<file path="src/rtl/amul_pkg.sv">
package amul_pkg;

    // Cell flavour, named by the sign of its three inputs (P = positive, N = negative).
    typedef enum logic [1:0] {
        CELL_PPP,
        CELL_PPN,
        CELL_PNN,
        CELL_NNN
    } cell_kind_e;

    typedef struct packed {
        logic s;
        logic c;
    } cell_out_t;

    function automatic int neg_count(input logic [2:0] mask);
        return int'(mask[0]) + int'(mask[1]) + int'(mask[2]);
    endfunction

    function automatic cell_kind_e kind_of(input logic [2:0] mask);
        case (neg_count(mask))
            0:       return CELL_PPP;
            1:       return CELL_PPN;
            2:       return CELL_PNN;
            default: return CELL_NNN;
        endcase
    endfunction

    // A partial-product bit is negative when exactly one factor is a sign bit.
    function automatic logic pp_neg(input int col_i, input int row_j, input int width);
        return (col_i == width - 1) != (row_j == width - 1);
    endfunction

    function automatic logic maj3(input logic x, input logic y, input logic z);
        return (x & y) | (x & z) | (y & z);
    endfunction

endpackage

</file>
<file path="src/rtl/amul_cell.sv">
module amul_cell
    import amul_pkg::*;
#(
    parameter logic [2:0] NEG = 3'b000
) (
    input  logic [2:0] bits_i,
    output cell_out_t  out_o
);
    localparam cell_kind_e KIND = kind_of(NEG);
    // Mixed cells invert the input whose sign is in the minority before the majority gate.
    localparam logic [2:0] FLIP = (KIND == CELL_PPN) ? NEG :
                                  (KIND == CELL_PNN) ? ~NEG : 3'b000;

    logic carry;

    if (KIND == CELL_PPP || KIND == CELL_NNN) begin : g_plain
        assign carry = maj3(bits_i[0], bits_i[1], bits_i[2]);
    end else begin : g_mixed
        logic [2:0] adj;
        assign adj   = bits_i ^ FLIP;
        assign carry = maj3(adj[0], adj[1], adj[2]);
    end

    assign out_o = '{s: ^bits_i, c: carry};

endmodule

</file>
<file path="src/rtl/amul_array.sv">
module amul_array
    import amul_pkg::*;
#(
    parameter int W = 8
) (
    input  logic [W-1:0]          mcand_i,
    input  logic [W-1:0]          mplier_i,
    output logic [1:0][2*W-1:0]   pos_o,
    output logic [1:0][2*W-1:0]   neg_o
);
    localparam int COLS = 2 * W;
    typedef logic [W-1:0][COLS-1:0] plane_t;

    // Elaboration-time walk of the grid: polarity of every sum and carry bit.
    function automatic plane_t pol_plane(input logic want_carry);
        plane_t sp;
        plane_t cp;
        int     negs;
        sp = '0;
        cp = '0;
        sp[0][W-1] = pp_neg(W - 1, 0, W);
        for (int j = 1; j < W; j++) begin
            for (int k = j; k < j + W; k++) begin
                negs = int'(pp_neg(k - j, j, W)) + int'(sp[j-1][k]) + int'(cp[j-1][k]);
                sp[j][k]   = negs[0];
                cp[j][k+1] = (negs >= 2);
            end
        end
        return want_carry ? cp : sp;
    endfunction

    localparam plane_t S_POL = pol_plane(1'b0);
    localparam plane_t C_POL = pol_plane(1'b1);

    logic pp  [W][W];
    logic s_w [W][COLS];
    logic c_w [W][COLS];

    for (genvar j = 0; j < W; j++) begin : g_pp_row
        for (genvar i = 0; i < W; i++) begin : g_pp_bit
            assign pp[j][i] = mcand_i[i] & mplier_i[j];
        end
    end

    for (genvar j = 0; j < W; j++) begin : g_lvl
        for (genvar k = 0; k < COLS; k++) begin : g_col
            if (j == 0) begin : g_seed
                if (k < W) begin : g_in
                    assign s_w[0][k] = pp[0][k];
                end else begin : g_out
                    assign s_w[0][k] = 1'b0;
                end
                assign c_w[0][k] = 1'b0;
            end else begin : g_add
                if (k >= j && k < j + W) begin : g_cell
                    localparam logic [2:0] NEG =
                        {C_POL[j-1][k], S_POL[j-1][k], pp_neg(k - j, j, W)};
                    cell_out_t co;
                    amul_cell #(.NEG(NEG)) u_cell (
                        .bits_i ({c_w[j-1][k], s_w[j-1][k], pp[j][k-j]}),
                        .out_o  (co)
                    );
                    assign s_w[j][k]   = co.s;
                    assign c_w[j][k+1] = co.c;
                end else begin : g_idle
                    assign s_w[j][k] = 1'b0;
                end
                if (k <= j || k > j + W) begin : g_nocarry
                    assign c_w[j][k] = 1'b0;
                end
            end
        end
    end

    // Settled bits: low columns leave the grid early, the rest come from the last row.
    always_comb begin
        for (int k = 0; k < COLS; k++) begin
            pos_o[0][k] = s_w[(k < W - 1) ? k : W - 1][k] & ~S_POL[(k < W - 1) ? k : W - 1][k];
            neg_o[0][k] = s_w[(k < W - 1) ? k : W - 1][k] &  S_POL[(k < W - 1) ? k : W - 1][k];
            pos_o[1][k] = c_w[W-1][k] & ~C_POL[W-1][k];
            neg_o[1][k] = c_w[W-1][k] &  C_POL[W-1][k];
        end
    end

endmodule

</file>
<file path="src/rtl/amul_resolve.sv">
module amul_resolve #(
    parameter int W = 8
) (
    input  logic [1:0][2*W-1:0] pos_i,
    input  logic [1:0][2*W-1:0] neg_i,
    output logic [2*W-1:0]      prod_o
);
    logic [2*W-1:0] pos_sum;
    logic [2*W-1:0] neg_sum;

    assign pos_sum = pos_i[0] + pos_i[1];
    assign neg_sum = neg_i[0] + neg_i[1];
    assign prod_o  = pos_sum - neg_sum;

endmodule

</file>
<file path="src/rtl/signed_array_mult.sv">
module signed_array_mult #(
    parameter int WIDTH   = 8,
    parameter bit REG_OUT = 1'b1
) (
    input  logic               clk,
    input  logic               rst,
    input  logic [WIDTH-1:0]   mcand_i,
    input  logic [WIDTH-1:0]   mplier_i,
    output logic [2*WIDTH-1:0] prod_o
);
    localparam int PW = 2 * WIDTH;

    logic [1:0][PW-1:0] pos_w;
    logic [1:0][PW-1:0] neg_w;
    logic [PW-1:0]      prod_c;

    amul_array #(.W(WIDTH)) u_array (
        .mcand_i  (mcand_i),
        .mplier_i (mplier_i),
        .pos_o    (pos_w),
        .neg_o    (neg_w)
    );

    amul_resolve #(.W(WIDTH)) u_resolve (
        .pos_i  (pos_w),
        .neg_i  (neg_w),
        .prod_o (prod_c)
    );

    if (REG_OUT) begin : g_reg
        logic [PW-1:0] prod_q;
        always_ff @(posedge clk) begin
            if (rst) begin
                prod_q <= '0;
            end else begin
                prod_q <= prod_c;
            end
        end
        assign prod_o = prod_q;
    end else begin : g_comb
        assign prod_o = prod_c;
    end

endmodule

</file>
<file path="config.mk">
export PLATFORM = sky130hd
export DESIGN_NAME = signed_array_mult
export DESIGN_NICKNAME = d
export VERILOG_FILES = /design/src/rtl/amul_pkg.sv /design/src/rtl/amul_cell.sv /design/src/rtl/amul_array.sv /design/src/rtl/amul_resolve.sv /design/src/rtl/signed_array_mult.sv
export SDC_FILE = /design/constraint.sdc
export NUM_CORES = 1
export LEC_CHECK = 0
export CAP_MARGIN = 15
export CELL_PAD_IN_SITES_DETAIL_PLACEMENT = 0
export CELL_PAD_IN_SITES_GLOBAL_PLACEMENT = 1
export CORE_ASPECT_RATIO = 2
export CORE_MARGIN = 4
export CORE_UTILIZATION = 25
export DETAILED_ROUTE_END_ITERATION = 10
export PLACE_DENSITY_LB_ADDON = 0.1
export SLEW_MARGIN = 20
export SYNTH_ARGS = -nofsm -noshare
export SYNTH_HDL_FRONTEND = slang
export SYNTH_SLANG_ARGS = --single-unit
</file>
<file path="constraint.sdc">
create_clock -name clk -period 10 [get_ports clk]
set_input_delay 1 -clock clk [delete_from_list [all_inputs] [get_ports clk]]
set_output_delay 1 -clock clk [all_outputs]
set_load 0.01 [all_outputs]
</file>
---- Word-level counts from Yosys, hierarchy flattened ----
Cells that the tools add are included.
operators by class
  $add $sub $neg .......................... 1
  bitwise operators ....................... 309
  reductions and logical operators ........ 56
operator list
  operator                                        count
  1-bit AND                                       197
  3-bit parity                                    56
  1-bit bitwise OR                                84
  1-bit inverter                                  28
  15-bit by 15-bit subtractor with 16-bit output  1
storage, ports and cells
  bits in registers ....................... 16
  input port bits ......................... 18
  output and inout port bits .............. 16
  word-level logic and storage cells ...... 367

---- Depth between registers and ports, before layout ----
  depth after elaboration ................. 23
  depth in mapped cells ................... 19
  mapped depth without buffers ............ 19

---- By module ----
A second synthesis with hierarchy kept.
unflattened totals
  cells, all modules ...................... 523
  area, all modules ....................... 4648.2 µm²
modules (own cells, without submodules)
  module                                                          instances  cells an instance  area an instance (µm²)  seq. area each (µm²)
  amul_resolve                                                    1          203                1667.8                  0.0
  amul_cell at u_array.g_lvl[1].g_col[7].g_add.g_cell.u_cell ...  34         4                  35.0                    0.0
  amul_array                                                      1          107                719.4                   0.0
  amul_cell at u_array.g_lvl[1].g_col[1].g_add.g_cell.u_cell ...  22         2                  27.5                    0.0
  signed_array_mult                                               1          33                 464.2                   320.3

---- Worst setup path before layout ----
No wires, ideal clock.
  path kind ............................... input to register
  start point ............................. in mcand_i[6]
  end point ............................... reg g_reg.prod_q[14], in the netlist prod_o[14]
  library setup time ...................... 0.130 ns
  arrival ................................. 5.403 ns
  required time ........................... 9.870 ns
  path slack .............................. 4.467 ns
  stages .................................. 16
  buffers on the path ..................... 0
  cells stage by stage .................... and2_1 > ha_1 > fa_1 > fa_1 > fa_1 > fa_1 > inv_1 > fa_1 > inv_1 > fa_1 > inv_1 > ha_1 > fa_1 > nor2b_1 > o31a_1 > o211ai_1
between the ends
  cells in the longest elaborated chain, start to end .. 23
  elaborated cells between the ends (all ways) .. 222
  those cells by class .................... add/sub (1); bitwise (187); reduce/logical (34)
ends and longest elaborated chain
  item                                                line                     source
  start, declared                                     signed_array_mult.sv:7   input logic [WIDTH-1:0] mcand_i,
  1-bit AND                                           amul_array.sv:41         assign pp[j][i] = mcand_i[i] & mplier_i[j];
  3-bit parity                                        amul_cell.sv:24          assign out_o = '{s: ^bits_i, c: carry};
  1-bit inverter (no source line)                     --
  1-bit AND                                           amul_pkg.sv:35           return (x & y) | (x & z) | (y & z);
  1-bit bitwise OR (2 in a row)                       amul_pkg.sv:35
  1-bit AND                                           amul_pkg.sv:35
  1-bit bitwise OR (2 in a row)                       amul_pkg.sv:35
  1-bit AND                                           amul_pkg.sv:35
  1-bit bitwise OR (2 in a row)                       amul_pkg.sv:35
  1-bit AND                                           amul_pkg.sv:35
  1-bit bitwise OR (2 in a row)                       amul_pkg.sv:35
  1-bit AND                                           amul_pkg.sv:35
  1-bit bitwise OR (2 in a row)                       amul_pkg.sv:35
  1-bit inverter (no source line)                     --
  1-bit AND                                           amul_pkg.sv:35
  1-bit bitwise OR (2 in a row)                       amul_pkg.sv:35
  15-bit by 15-bit subtractor with 16-bit output (*)  amul_resolve.sv:13       assign prod_o = pos_sum - neg_sum;
  end signal, assigned                                signed_array_mult.sv:36  prod_q <= prod_c;
  end, declared                                       signed_array_mult.sv:31  logic [PW-1:0] prod_q;
Mark *: on every way between the ends. The rest lies on a longest branch, timed or not.
A chain may end at the register's enable or synchronous reset.

---- Final worst setup path ----
  start point ............................. in mcand_i[6]
  end point ............................... reg g_reg.prod_q[12], in the netlist prod_o[12]
between the ends
  cells in the longest elaborated chain, start to end .. 22
  elaborated cells between the ends (all ways) .. 203
  those cells by class .................... add/sub (1); bitwise (169); reduce/logical (33)
ends and longest elaborated chain
  item                                                line
  1-bit AND                                           amul_array.sv:41
  3-bit parity                                        amul_cell.sv:24
  1-bit AND or 1-bit inverter (tied branches)         --
  1-bit bitwise OR or 1-bit AND (tied branches)       amul_pkg.sv:35
  1-bit bitwise OR                                    amul_pkg.sv:35
  1-bit AND or 1-bit bitwise OR (tied branches)       amul_pkg.sv:35
  1-bit bitwise OR, or another cell as far along      amul_pkg.sv:35
  1-bit bitwise OR or 1-bit inverter (tied branches)  --
  [4 not listed]                                      --
  1-bit bitwise OR or 3-bit parity (tied branches)    amul_pkg.sv:35, amul_cell.sv:24
  1-bit bitwise OR or 1-bit inverter (tied branches)  --
  1-bit AND                                           amul_pkg.sv:35
  1-bit bitwise OR (2 in a row)                       amul_pkg.sv:35
  1-bit inverter (no source line)                     --
  1-bit AND                                           amul_pkg.sv:35
  1-bit bitwise OR (2 in a row)                       amul_pkg.sv:35
  15-bit by 15-bit subtractor with 16-bit output (*)  amul_resolve.sv:13
Marks and branches as above.

==> impl_metrics.toml <==
[run_status]
status = "finished, final reports clean"

[synth]
async_flop_share_pct = 0
synthFlopType = "dfxtp_1"
synth_seq_area_share_pct = 14.85
yosys_warnings = 0
yosys.area_share.simple_pct = 23.61
ys_ff_latch = 16
syn_area_per_cell_um2 = 9.630
netlist_area_mm2 = 0.002157
synth_edf_count = 0
yosysUniqueCellTypes = 27
yosys.area_share.xor_xnor_pct = 0
synth_top_family_by_area = "adder cells"
muxShareOfSynthArea_pct = 0
synth_fa_ha_area_share_pct = 48.03
synth_nets = 299
synth_compound_area_share_pct = 5.278
synth_cells = 224

[route]
vias = 1549
postRouteAntennaNets = 0
wirelength_mm = 4.326
drc = 0
routed_via_density = 4.339
drtIter0Drc = 12
wl_per_cell_um = 12.12
drtPass1Iterations = 4

[cts]
hold_buffers = 0
clock-sinks = 16
root_buffer = "clkbuf_16"
cts_tree = "yes"
cts_buffer_depth = 2
cts_resized = 0
clk_pin_slew_ps = 50
htreeDepth = 1
post-cts-setup-buffers = 0
cts_buffers = 3

[floorplanning]
die_w_um = 73.68
fp.coreArea_mm2 = 0.008351
dieHeight_um = 139.4
io_pins = 34
rows = 47
start_util_pct = 25.83
die_area_mm2 = 0.01027

[power]
pwr_density_cell_mw_per_mm2 = 226.4
switching_share_pct = 41.16
p_seq_share_pct = 15.1
leakage_nw = 1.216
vdd_drop_max_v = 0.00008252
p_comb_share_pct = 70.9
power.switching_mw = 0.2506
clock_power_share_pct = 14.0
power_mw = 0.6090
p_int_mw = 0.3583

[flow_run]
cap_violations = 0

[cells_and_area]
areaGrowthSynthToFinish_pct = 24.71
seqCellArea_um2 = 320.3
nets = 335
drive_gt1_share_pct = 3.089
multiInputGateArea_mm2 = 0.001659
diodes = 0
largest_reg_flops = 16
fin_cells = 357
fill_cells = 927

[critical_path]
crit_top_cell = "fa_1"
cp_data_arrival_time_ps = 6290
slowest_delay_ps = 600
critPathRequiredTime_ps = 10130
end_kind = "register"
crit_type = "input port to register"
cp_slowest_cell = "clkdlybuf4s50_1"
path_max_fanout = 8
path_cells = "clkdlybuf4s50_1 -> and2_1 -> ha_1 -> inv_1 -> fa_1 -> inv_1 -> fa_1 -> fa_1 -> fa_1 -> inv_1 -> fa_1 -> inv_1 -> fa_1 -> inv_1 -> ha_1 -> fa_1 -> nor2b_1 -> o21ai_0 -> a211oi_1"
cp-start-kind = "input port"

[sta]
worst_slew_pin_slew_ps = 733.1
min_period_over_period_pct = 61.56
rsz0062_at_grt = "no"
hold_viol = 0
whs_ps = 1495
max_clock_freq_mhz = 162.4
drv_slew = 0
tns_ps = 0
relSlewSlack_pct = 50.97
setup_viol = 0
period_minus_slack_ps = 6156

[grt]
grt_pass1_vias = 1646
grt_max_degree = 21
grt_pass1_wl_mm = 7.576
grt_use_total_pct = 9.328
antenna_found_initial = 0
grt_overflow_total = 0

[hold_path]
hold_path.class = "input port to register"

[place]
portBuffers = 33
hpwl_mm = 3.956
dp.cells = 353
routabilityCongestion = 0.7046
-- cell usage in the layout, fill, tap and decap left out --
cell             Yosys  final
a211oi_1             1      1
nor4bb_1             1      1
a21o_2               1      1
and2_1              46     46
nand3_1              1      1
nor4b_1              1      1
o31a_1               1      1
a2111oi_2            1      1
or4b_1               1      1
dfxtp_1             16     16
a21oi_2              2      2
fa_1                43     43
ha_1                14     14
o21a_1               3      3
o2111ai_1            1      1
nor2_1               4      4
a21o_1               1      1
o211ai_1             1      1
nand2_1             20     20
a21oi_1              1      1
nor3b_1              2      2
o21ai_0              1      1
clkdlybuf4s50_1      0     33
nor2b_1             10     10
clkbuf_16            0      3
inv_1               45     45
clkbuf_8             0      1
nor3_1               4      4
-- path summary, 6_finish.rpt --
kind / to / cells after the start / from / slack, ps
min: prod_o[0] / 3 / mcand_i[0] / 1500
max: prod_o[12] / 19 / mcand_i[6] / 3840
-- logic make-up (layout without fill, tap and decap cells) --
group	after synthesis	in the layout
simple gates	90	90
fa+ha+maj	57	57
buf+inv	47	82
flops	16	16
compound gates	14	14
-- layer usage --
metal	GRT usage, %	part of all wire (%)
met5	0	0
met4	4.011	2.1
met3	0.8664	2.9
met2	17.56	61
met1	9.995	34
-- cells in the mapped netlist (all sizes together) (2+ instances only) --
library cell	number	area (µm²)
o21a	3	22.52
a21oi	3	22.52
inv	45	168.9
nor2	4	15.01
nand2	20	75.07
fa	43	860.8
dfxtp	16	320.3
nor3	4	20.02
and2	46	287.8
nor2b	10	62.56
buf	2	8.750
a21o	2	16.27
nor3b	2	15.01
ha	14	175.2
-- power by group through the flow --
stage / Clock [mW] / Sequential [mW] / Combinational (mW)
after floorplan: 0 / 0.105 / 0.308
after global placement: 0 / 0.0934 / 0.452
after detailed placement: 0 / 0.0938 / 0.446
after CTS: 0.0891 / 0.0925 / 0.450
after global routing: 0.0917 / 0.0934 / 0.499
final: 0.0851 / 0.0920 / 0.432
-- cell type report --
type | count | share of cell area [%]
Clock buffer | 4 | 3.302
Inverter | 45 | 6.279
Multi-Input combinational cell | 161 | 61.67
Tap cell | 98 | 4.558
Timing Repair Buffer | 33 | 12.28
Sequential cell | 16 | 11.91
-- critical path, delay by kind of cell --
family | cells | cell delay [ps]
AOI/OAI and AO/OA | 2 | 380
adders and majority gates | 9 | 3680
buffers and inverters | 6 | 850
and+or+nand+nor | 2 | 380
-- stage by stage --
step	utilization, %	worst slack, ps	area [µm²]
after detailed placement	31.15	3511	2601
after CTS	32.21	3766	2690
after global routing	32.21	3560	2690
after global placement	31.15	3464	2601
after floorplan	-	4467	2157
final	32.21	3844	2690
Note: power is estimated with default switching activity, not from simulation.
